File: src/rtl/sdr_seq_pkg.sv
`timescale 1ns/1ps
package sdr_seq_pkg;

    typedef enum logic [2:0] {
        CMD_NOP,
        CMD_ACT,
        CMD_RD,
        CMD_WR,
        CMD_PRE,
        CMD_REF,
        CMD_MRS
    } cmd_e;

    typedef enum logic [3:0] {
        PH_PWRUP,
        PH_PRE_INIT,
        PH_REF_INIT1,
        PH_REF_INIT2,
        PH_MODE,
        PH_IDLE,
        PH_ACT,
        PH_ACC,
        PH_REF_RUN
    } phase_e;

    function automatic int dmax(input int x, input int y);
        return (x > y) ? x : y;
    endfunction

endpackage

File: src/rtl/sdr_addr_map.sv
`timescale 1ns/1ps
module sdr_addr_map #(
    parameter int BANK_W = 2,
    parameter int ROW_W  = 12,
    parameter int COL_W  = 9,
    localparam int HADDR_W = BANK_W + ROW_W + COL_W
) (
    input  logic [HADDR_W-1:0] haddr,
    output logic [BANK_W-1:0]  bank,
    output logic [ROW_W-1:0]   row,
    output logic [COL_W-1:0]   col
);

    // Bank in the top bits, then row, then column in the low bits.
    assign bank = haddr[HADDR_W-1 -: BANK_W];
    assign row  = haddr[COL_W +: ROW_W];
    assign col  = haddr[COL_W-1:0];

endmodule

File: src/rtl/sdr_ref_timer.sv
`timescale 1ns/1ps
module sdr_ref_timer #(
    parameter int INTERVAL = 780,
    localparam int RW = (INTERVAL > 2) ? $clog2(INTERVAL) : 1
) (
    input  logic clk,
    input  logic rst_n,
    input  logic ack,
    output logic pending
);

    logic [RW-1:0] cnt_d, cnt_q;
    logic          pend_d, pend_q;
    logic          tick;

    always_comb begin
        tick   = (cnt_q == '0);
        cnt_d  = tick ? RW'(INTERVAL - 1) : cnt_q - RW'(1);
        pend_d = pend_q;
        if (tick) begin
            pend_d = 1'b1;
        end else if (ack) begin
            pend_d = 1'b0;
        end
    end

    always_ff @(posedge clk or negedge rst_n) begin
        if (!rst_n) begin
            cnt_q  <= RW'(INTERVAL - 1);
            pend_q <= 1'b0;
        end else begin
            cnt_q  <= cnt_d;
            pend_q <= pend_d;
        end
    end

    assign pending = pend_q;

endmodule

File: src/rtl/sdr_cmd_pins.sv
`timescale 1ns/1ps
module sdr_cmd_pins
    import sdr_seq_pkg::*;
(
    input  cmd_e cmd,
    output logic cs_n,
    output logic ras_n,
    output logic cas_n,
    output logic we_n
);

    logic [3:0] pins;

    always_comb begin
        case (cmd)
            CMD_ACT: pins = 4'b0011;
            CMD_RD:  pins = 4'b0101;
            CMD_WR:  pins = 4'b0100;
            CMD_PRE: pins = 4'b0010;
            CMD_REF: pins = 4'b0001;
            CMD_MRS: pins = 4'b0000;
            default: pins = 4'b0111;
        endcase
    end

    assign {cs_n, ras_n, cas_n, we_n} = pins;

endmodule

File: src/rtl/sdram_cmd_seq.sv
`timescale 1ns/1ps
module sdram_cmd_seq
    import sdr_seq_pkg::*;
#(
    parameter int BANK_W       = 2,
    parameter int ROW_W        = 12,
    parameter int COL_W        = 9,
    parameter int A_W          = 13,
    parameter int INIT_WAIT    = 100,
    parameter int T_RCD        = 2,
    parameter int T_RP         = 2,
    parameter int T_RSC        = 2,
    parameter int T_RFC        = 7,
    parameter int REF_INTERVAL = 780,
    parameter int CAS_LAT      = 2,
    localparam int HADDR_W     = BANK_W + ROW_W + COL_W
) (
    input  logic               clk,
    input  logic               rst_n,
    input  logic               req_valid,
    input  logic               req_write,
    input  logic [HADDR_W-1:0] req_addr,
    output logic               busy,
    output logic               done,
    output logic               mem_cke,
    output logic               mem_cs_n,
    output logic               mem_ras_n,
    output logic               mem_cas_n,
    output logic               mem_we_n,
    output logic [BANK_W-1:0]  mem_ba,
    output logic [A_W-1:0]     mem_a
);

    localparam int AP_BIT = 10;
    localparam int MAXD   = dmax(dmax(INIT_WAIT, T_RFC), dmax(dmax(T_RCD, T_RP), T_RSC));
    localparam int CNT_W  = $clog2(MAXD + 1);
    localparam logic [A_W-1:0] AP_MASK   = A_W'(1) << AP_BIT;
    localparam logic [A_W-1:0] MODE_WORD = A_W'(CAS_LAT) << 4;

    typedef struct packed {
        phase_e              phase;
        logic [CNT_W-1:0]    cnt;
        cmd_e                cmd;
        logic [BANK_W-1:0]   ba;
        logic [A_W-1:0]      a;
        logic [BANK_W-1:0]   bank;
        logic [ROW_W-1:0]    row;
        logic [COL_W-1:0]    col;
        logic                wr;
        logic                busy;
        logic                done;
        logic                cke;
    } seq_t;

    seq_t seq_d, seq_q;

    logic [BANK_W-1:0] map_bank;
    logic [ROW_W-1:0]  map_row;
    logic [COL_W-1:0]  map_col;
    logic              ref_pending;
    logic              ref_ack;

    sdr_addr_map #(
        .BANK_W (BANK_W),
        .ROW_W  (ROW_W),
        .COL_W  (COL_W)
    ) addr_map_i (
        .haddr (req_addr),
        .bank  (map_bank),
        .row   (map_row),
        .col   (map_col)
    );

    sdr_ref_timer #(
        .INTERVAL (REF_INTERVAL)
    ) ref_timer_i (
        .clk     (clk),
        .rst_n   (rst_n),
        .ack     (ref_ack),
        .pending (ref_pending)
    );

    sdr_cmd_pins cmd_pins_i (
        .cmd   (seq_q.cmd),
        .cs_n  (mem_cs_n),
        .ras_n (mem_ras_n),
        .cas_n (mem_cas_n),
        .we_n  (mem_we_n)
    );

    always_comb begin
        seq_d      = seq_q;
        seq_d.cmd  = CMD_NOP;
        seq_d.a    = '0;
        seq_d.ba   = '0;
        seq_d.done = 1'b0;
        seq_d.cke  = 1'b1;
        ref_ack    = 1'b0;

        if (seq_q.cnt != '0) begin
            seq_d.cnt = seq_q.cnt - CNT_W'(1);
        end else begin
            case (seq_q.phase)
                PH_PWRUP: begin
                    seq_d.cmd   = CMD_PRE;
                    seq_d.a     = AP_MASK;
                    seq_d.phase = PH_PRE_INIT;
                    seq_d.cnt   = CNT_W'(T_RP - 1);
                end
                PH_PRE_INIT: begin
                    seq_d.cmd   = CMD_REF;
                    seq_d.phase = PH_REF_INIT1;
                    seq_d.cnt   = CNT_W'(T_RFC - 1);
                end
                PH_REF_INIT1: begin
                    seq_d.cmd   = CMD_REF;
                    seq_d.phase = PH_REF_INIT2;
                    seq_d.cnt   = CNT_W'(T_RFC - 1);
                end
                PH_REF_INIT2: begin
                    seq_d.cmd   = CMD_MRS;
                    seq_d.a     = MODE_WORD;
                    seq_d.phase = PH_MODE;
                    seq_d.cnt   = CNT_W'(T_RSC - 1);
                end
                PH_MODE: begin
                    seq_d.phase = PH_IDLE;
                end
                PH_IDLE: begin
                    if (ref_pending) begin
                        seq_d.cmd   = CMD_REF;
                        seq_d.phase = PH_REF_RUN;
                        seq_d.cnt   = CNT_W'(T_RFC - 1);
                        ref_ack     = 1'b1;
                    end else if (req_valid && !seq_q.done) begin
                        seq_d.cmd   = CMD_ACT;
                        seq_d.a     = A_W'(map_row);
                        seq_d.ba    = map_bank;
                        seq_d.bank  = map_bank;
                        seq_d.row   = map_row;
                        seq_d.col   = map_col;
                        seq_d.wr    = req_write;
                        seq_d.phase = PH_ACT;
                        seq_d.cnt   = CNT_W'(T_RCD - 1);
                    end
                end
                PH_ACT: begin
                    seq_d.cmd   = seq_q.wr ? CMD_WR : CMD_RD;
                    seq_d.a     = A_W'(seq_q.col) | AP_MASK;
                    seq_d.ba    = seq_q.bank;
                    seq_d.phase = PH_ACC;
                    seq_d.cnt   = CNT_W'(T_RP - 1);
                end
                PH_ACC: begin
                    seq_d.done  = 1'b1;
                    seq_d.phase = PH_IDLE;
                end
                PH_REF_RUN: begin
                    seq_d.phase = PH_IDLE;
                end
                default: begin
                    seq_d.phase = PH_IDLE;
                end
            endcase
        end

        seq_d.busy = (seq_d.phase != PH_IDLE);
    end

    always_ff @(posedge clk or negedge rst_n) begin
        if (!rst_n) begin
            seq_q       <= '0;
            seq_q.phase <= PH_PWRUP;
            seq_q.cnt   <= CNT_W'(INIT_WAIT - 1);
            seq_q.cmd   <= CMD_NOP;
            seq_q.busy  <= 1'b1;
            seq_q.cke   <= 1'b0;
        end else begin
            seq_q <= seq_d;
        end
    end

    assign busy    = seq_q.busy;
    assign done    = seq_q.done;
    assign mem_cke = seq_q.cke;
    assign mem_ba  = seq_q.ba;
    assign mem_a   = seq_q.a;

endmodule

File: config.mk
export PLATFORM = sky130hd
export DESIGN_NAME = sdram_cmd_seq
export DESIGN_NICKNAME = d
export VERILOG_FILES = /design/src/rtl/sdr_seq_pkg.sv /design/src/rtl/sdr_addr_map.sv /design/src/rtl/sdr_ref_timer.sv /design/src/rtl/sdr_cmd_pins.sv /design/src/rtl/sdram_cmd_seq.sv
export SDC_FILE = /design/constraint.sdc
export NUM_CORES = 1
export LEC_CHECK = 0
export BUFFER_PORTS_ARGS = -buffer_cell sky130_fd_sc_hd__buf_2
export CAP_MARGIN = 25
export CORE_AREA = 4 4 110 81
export DETAILED_ROUTE_END_ITERATION = 7
export DIE_AREA = 0 0 114 85
export HOLD_SLACK_MARGIN = 0.08
export SYNTH_ARGS = -nofsm -noshare
export SYNTH_HDL_FRONTEND = slang
export SYNTH_HIERARCHICAL = 1
export SYNTH_SLANG_ARGS = --single-unit
File: constraint.sdc
create_clock -name clk -period 2.1 [get_ports clk]
set_input_delay 0.315 -clock clk [delete_from_list [all_inputs] [get_ports clk]]
set_output_delay 0.315 -clock clk [all_outputs]
set_load 0.01 [all_outputs]
## Yosys cells after proc, flatten, opt, wreduce, memory -nomap -nowiden

Index checks and enable logic that the tools add are counted.

| operators by class | value |
|---|---|
| $add $sub $neg | 2 |
| equal/unequal tests | 14 |
| muxes and demuxes | 21 |
| bitwise operators | 2 |
| reduce and logical (&&, ||, !) cells | 10 |

Operators with widths:

| operator | number |
|---|---|
| two-way mux 53 bit | 1 |
| case mux 13 bit (4 select lines) | 1 |
| case mux 10 bit (5 select lines) | 1 |
| two-way mux 42 bit | 1 |
| two-way mux 39 bit | 1 |
| two-way mux 24 bit | 1 |
| case mux 4 bit (6 select lines) | 1 |
| case mux 3 bit (6 select lines) | 1 |
| two-way mux 14 bit | 1 |
| equality test 4 x 3 -> 1 bit, second input constant | 3 |
| zero test 10 bit | 1 |
| two-way mux 10 bit | 1 |
| subtractor 10 x 1 -> 10 bit, second input constant | 1 |
| equality test 3 bit, second input constant | 3 |
| equality test 4 x 2 -> 1 bit, second input constant | 2 |
| two-way mux 1 bit | 8 |
| != test 4 x 3 -> 1 bit, second input constant | 2 |
| two-way mux 7 bit | 1 |
| nonzero test 7 bit | 1 |
| subtractor 7 x 1 -> 7 bit, second input constant | 1 |
| equality test 3 x 2 -> 1 bit, second input constant | 2 |
| nonzero test 6 bit | 1 |
| equality test 4 x 1 -> 1 bit, second input constant | 1 |
| zero test 4 bit | 1 |
| 10 further kinds | 11 |

| storage, ports and cells | value |
|---|---|
| flip-flop bits (word level) | 67 |
| bits of input ports | 27 |
| output and inout port bits | 22 |
| word-level logic and storage cells | 63 |

## Longest topological paths before layout

| depth | value |
|---|---|
| depth after elaboration | 7 |
| mapped depth | 8 |
| depth with buffers taken out | 7 |

## Hierarchy

The synthesis kept the hierarchy.

By module, submodules not included:

| module | instances | cells each | area an instance (µm²) | sequential area each (µm²) |
|---|---|---|---|---|
| sdram_cmd_seq | 1 | 181 | 2,069.5 | 1,082.3 |
| sdr_ref_timer | 1 | 49 | 525.5 | 281.5 |
| sdr_addr_map | 1 | 23 | 172.7 | 0.0 |
| sdr_cmd_pins | 1 | 8 | 52.6 | 0.0 |

## Worst setup path before layout

No wires, ideal clock.

| timing | value |
|---|---|
| kind | flip-flop to flip-flop |
| start point | reg seq_q[47] (netlist bit) |
| end point | reg busy (netlist name) |
| setup time | 0.087 ns |
| data arrival time | 1.827 ns |
| data required time | 2.013 ns |
| setup slack | 0.186 ns |
| stages on the path, launching flop included | 6 |
| path buffers | 0 |
| clock period less this slack | 1.914 ns |
| path through | dfrtp_1 or4_4 nor2_4 mux2_2 a311oi_1 nand3_1 |

RTL lines:

| element | RTL line | source |
|---|---|---|
| from (decl) | sdram_cmd_seq.sv:55 | `seq_t seq_d, seq_q;` |
| from (signal assigned) | sdram_cmd_seq.sv:179 | `seq_q <= seq_d;` |

==> summary.txt <==
STA
  • Setup ws final: 66.4 ps
  • Fin crit period: 2030 ps
  • Clk_skew: 7.98 ps
  • Hold Fails Final Rpt: 0
  • Worst Tran Pin Value: 553 ps
  • Final max-slew violation count: 0
  • Period Utilization, post-route: 0.968
  • Total negative setup slack: 0 ps
  • RSZ-0062 raised after global routing: no
  • Fmax: 0.492 GHz
  • Rel. slew slack: 0.631
  • Final setup fails: 0

Status
  • Status: finished, final reports clean

Placement
  • GP Congestion: 0.839
  • Place WS: 98.5 ps
  • Detailed-placement wirelength estimate: 3990 um
  • IO buf count: 46
  • Post-Place Cells: between 300 and 400

Synth
  • Most used DFF post-synth: dfrtp_1
  • FF+latch count, synth: 54
  • Distinct cells, synth: 54
  • Seq/Total Area, Yosys: 0.484
  • Synth Area in Compound Gates: 0.114
  • EDFF count, synth: 0
  • Avg Synthesized Cell Area: 10.8 um2
  • Yosys warnings: 6
  • Synth Net Count: 291
  • Main combinational cell family by area after synthesis: simple AND/OR/NAND/NOR gates
  • Post-Synthesis Cell Area: 2820 um2
  • Proportion of synthesized area in mux cells: 0.0763
  • Synth Area in Simple Gates: 0.146
  • Synth Area in XOR/XNOR: 0.0280
  • Asr flop ratio synth: 1.00
  • Post-Synthesis Cells: roughly 260
  • Adder-cell share of the synthesized area: 0.0133

Layout
  • Filler cell count: 774
  • Commonest non-fill, non-tap cell in the layout: buf_2
  • Layout cell share with drive strength beyond 1: 0.366
  • Most frequent cells in the layout: buf_2 (46), dfrtp_1 (44), nor2_1 (18)
  • Nets@finish: a little over 300
  • Final cell count without fillers: 380
  • P&R area growth vs syn: 9.32%
  • # diodes: 0

Critical path
  • Worst reg2reg setup slack: approximately 66 ps
  • CP max FO: 7
  • Critical path type: flip-flop to flip-flop
  • Required @ worst endpoint: 2300 ps
  • R2R depth: 5
  • Crit end category: flip-flop
  • Critical register-to-register path startpoint: seq_q[48]
  • Arrival @ worst endpoint: between 2000 and 2500 ps
  • Reg2reg end: busy
  • Crit path launch type: flip-flop

Route
  • Drt wl/cell: 14.5 um
  • DR DRC count: 0
  • DR vias/cell: 4.83
  • Drt pass-1 iters: 4
  • DRT iter0 DRCs: 115
  • Routed WL: 5510 um
  • Antenna Nets Post-Route: 0
  • Vias: about 1800

Global routing
  • Vias in the first global route: between 1500 and 2000
  • Initial antenna violation count: 0
  • All-Layer GR Usage: 0.119
  • Global route overflow: 0
  • Pin count of the biggest net entering global routing: 34
  • First-pass GRT wire length: around 9000 um

Hold path
  • Worst hold path class: input port to flip-flop
  • Hold path cells: 2
  • Worst-case hold path end point: seq_q[12]
  • Hold Crit Start: req_addr[8]

Die
  • Die footprint: 9690 um2
  • # IOs: 49
  • Die width: 114 um
  • Core box area: approximately 8000 um2
  • Starting density of the core: 0.363
  • Die height: 85 um
  • Rows: 27

Power
  • Worst IR Drop VDD: 0.442 mV
  • P_leak: 1.44 nW
  • Power per Cell Area: 1050 nW/um2

Clock network
  • Clock tree from TritonCTS: yes
  • Clock slew at reported path FFs: 80 ps
  • CTS sink cnt: 54
  • Post_cts resized: 0
  • CTS max path bufs: 2
  • Root Buffer: clkbuf_16
  • CTS buffer count: 5
  • Htree depth: 2
  • Skew-Pair Late Insertion Delay: around 290 ps
  • Setup bufs post-CTS: 0
  • Hold bufs inserted after CTS: 1

Run
  • Max-cap check violation count: 0
[critical path: stages, from the launching register on]
cell and delay (ps):
dfrtp_1 420, or4_4 560, nor2_4 210, mux2_2 370, a311oi_1 250, nand3_1 130
[routing by layer]
metal  track usage  vias to the layer above  wire, um
met5             0                        -         0
met4        0.0227                        0        45
met3        0.0349                        5       325
met2         0.186                       45      2470
met1         0.165                      892      2670
li1              -                      894         -
[final cells by class]
type | instances | area, um2 | area share
timing repair buffer | 57 | 328 | 0.106
clock buffer | 5 | 125 | 0.0406
tap | 101 | 126 | 0.0410
sequential | 54 | 1360 | 0.442
clock inverter | 3 | 23.8 | 0.00771
inverter | 10 | 37.5 | 0.0122
multi-input combinational | 150 | 1080 | 0.350
[cell families (layout without fill, tap and decap cells)]
logic type | count (synthesis) | after routing
other | 3 | 3
xor gates and xnor gates | 9 | 9
buffers and inverters | 57 | 75
AOI/OAI and AO/OA | 46 | 46
DFF | 54 | 54
adders and majority gates | 3 | 3
muxes | 16 | 16
and+or+nand+nor | 73 | 73
[metrics by stage]
step / instance area (um2) / utilization / power, mW / hold slack [ps]
final: 3080 / 0.397 / 3.24 / 247
after global routing: 3080 / 0.397 / 3.46 / 235
after CTS: 3080 / 0.397 / 3.28 / 238
after detailed placement: 2920 / 0.376 / 2.43 / 343
after global placement: 2920 / 0.376 / 2.41 / 332
after floorplan: 2820 / - / 2.17 / 19.4
[state kept, by name, summed over array words and instances (netlist names)]
| signal | count |
|---|---|
| done | 1 |
| busy | 1 |
| ref_timer_i/cnt_q | 10 |
| mem_a | 12 |
| ref_timer_i/pending | 1 |
| seq_q | 26 |
| mem_ba | 2 |
| mem_cke | 1 |
[where the power goes]
group	switching [mW]	internal (mW)
Clock	0.387	0.447
Combinational	0.496	0.487
Sequential	0.139	1.29
Total	1.02	2.22
[synthesized netlist by cell type, types with 4 or more instances]
cell,count,area (um2)
a21boi_0,4,30.0
o31ai_1,4,30.0
nand2_1,12,45.0
mux2_2,4,45.0
nand2b_1,6,37.5
dfrtp_1,44,1100
nand3_1,6,30.0
xnor2_1,4,35.0
o21ai_0,11,55.1
nor2_1,18,67.6
inv_1,10,37.5
buf_4,39,293
mux2_4,10,150
a22oi_1,10,75.1
dfstp_2,10,263
nor3_1,8,40.0
xor2_1,5,43.8
[how the worst max path moves through the flow]
stage                   start        to  cells past startpoint
floorplan           seq_q[47]      busy                      5
global placement    seq_q[48]  seq_q[8]                      4
detailed placement  seq_q[48]      busy                      5
CTS                 seq_q[48]      busy                      5
global route        seq_q[48]      busy                      5
finish              seq_q[48]      busy                      5
No activity file was read; power rests on OpenSTA's default activity.
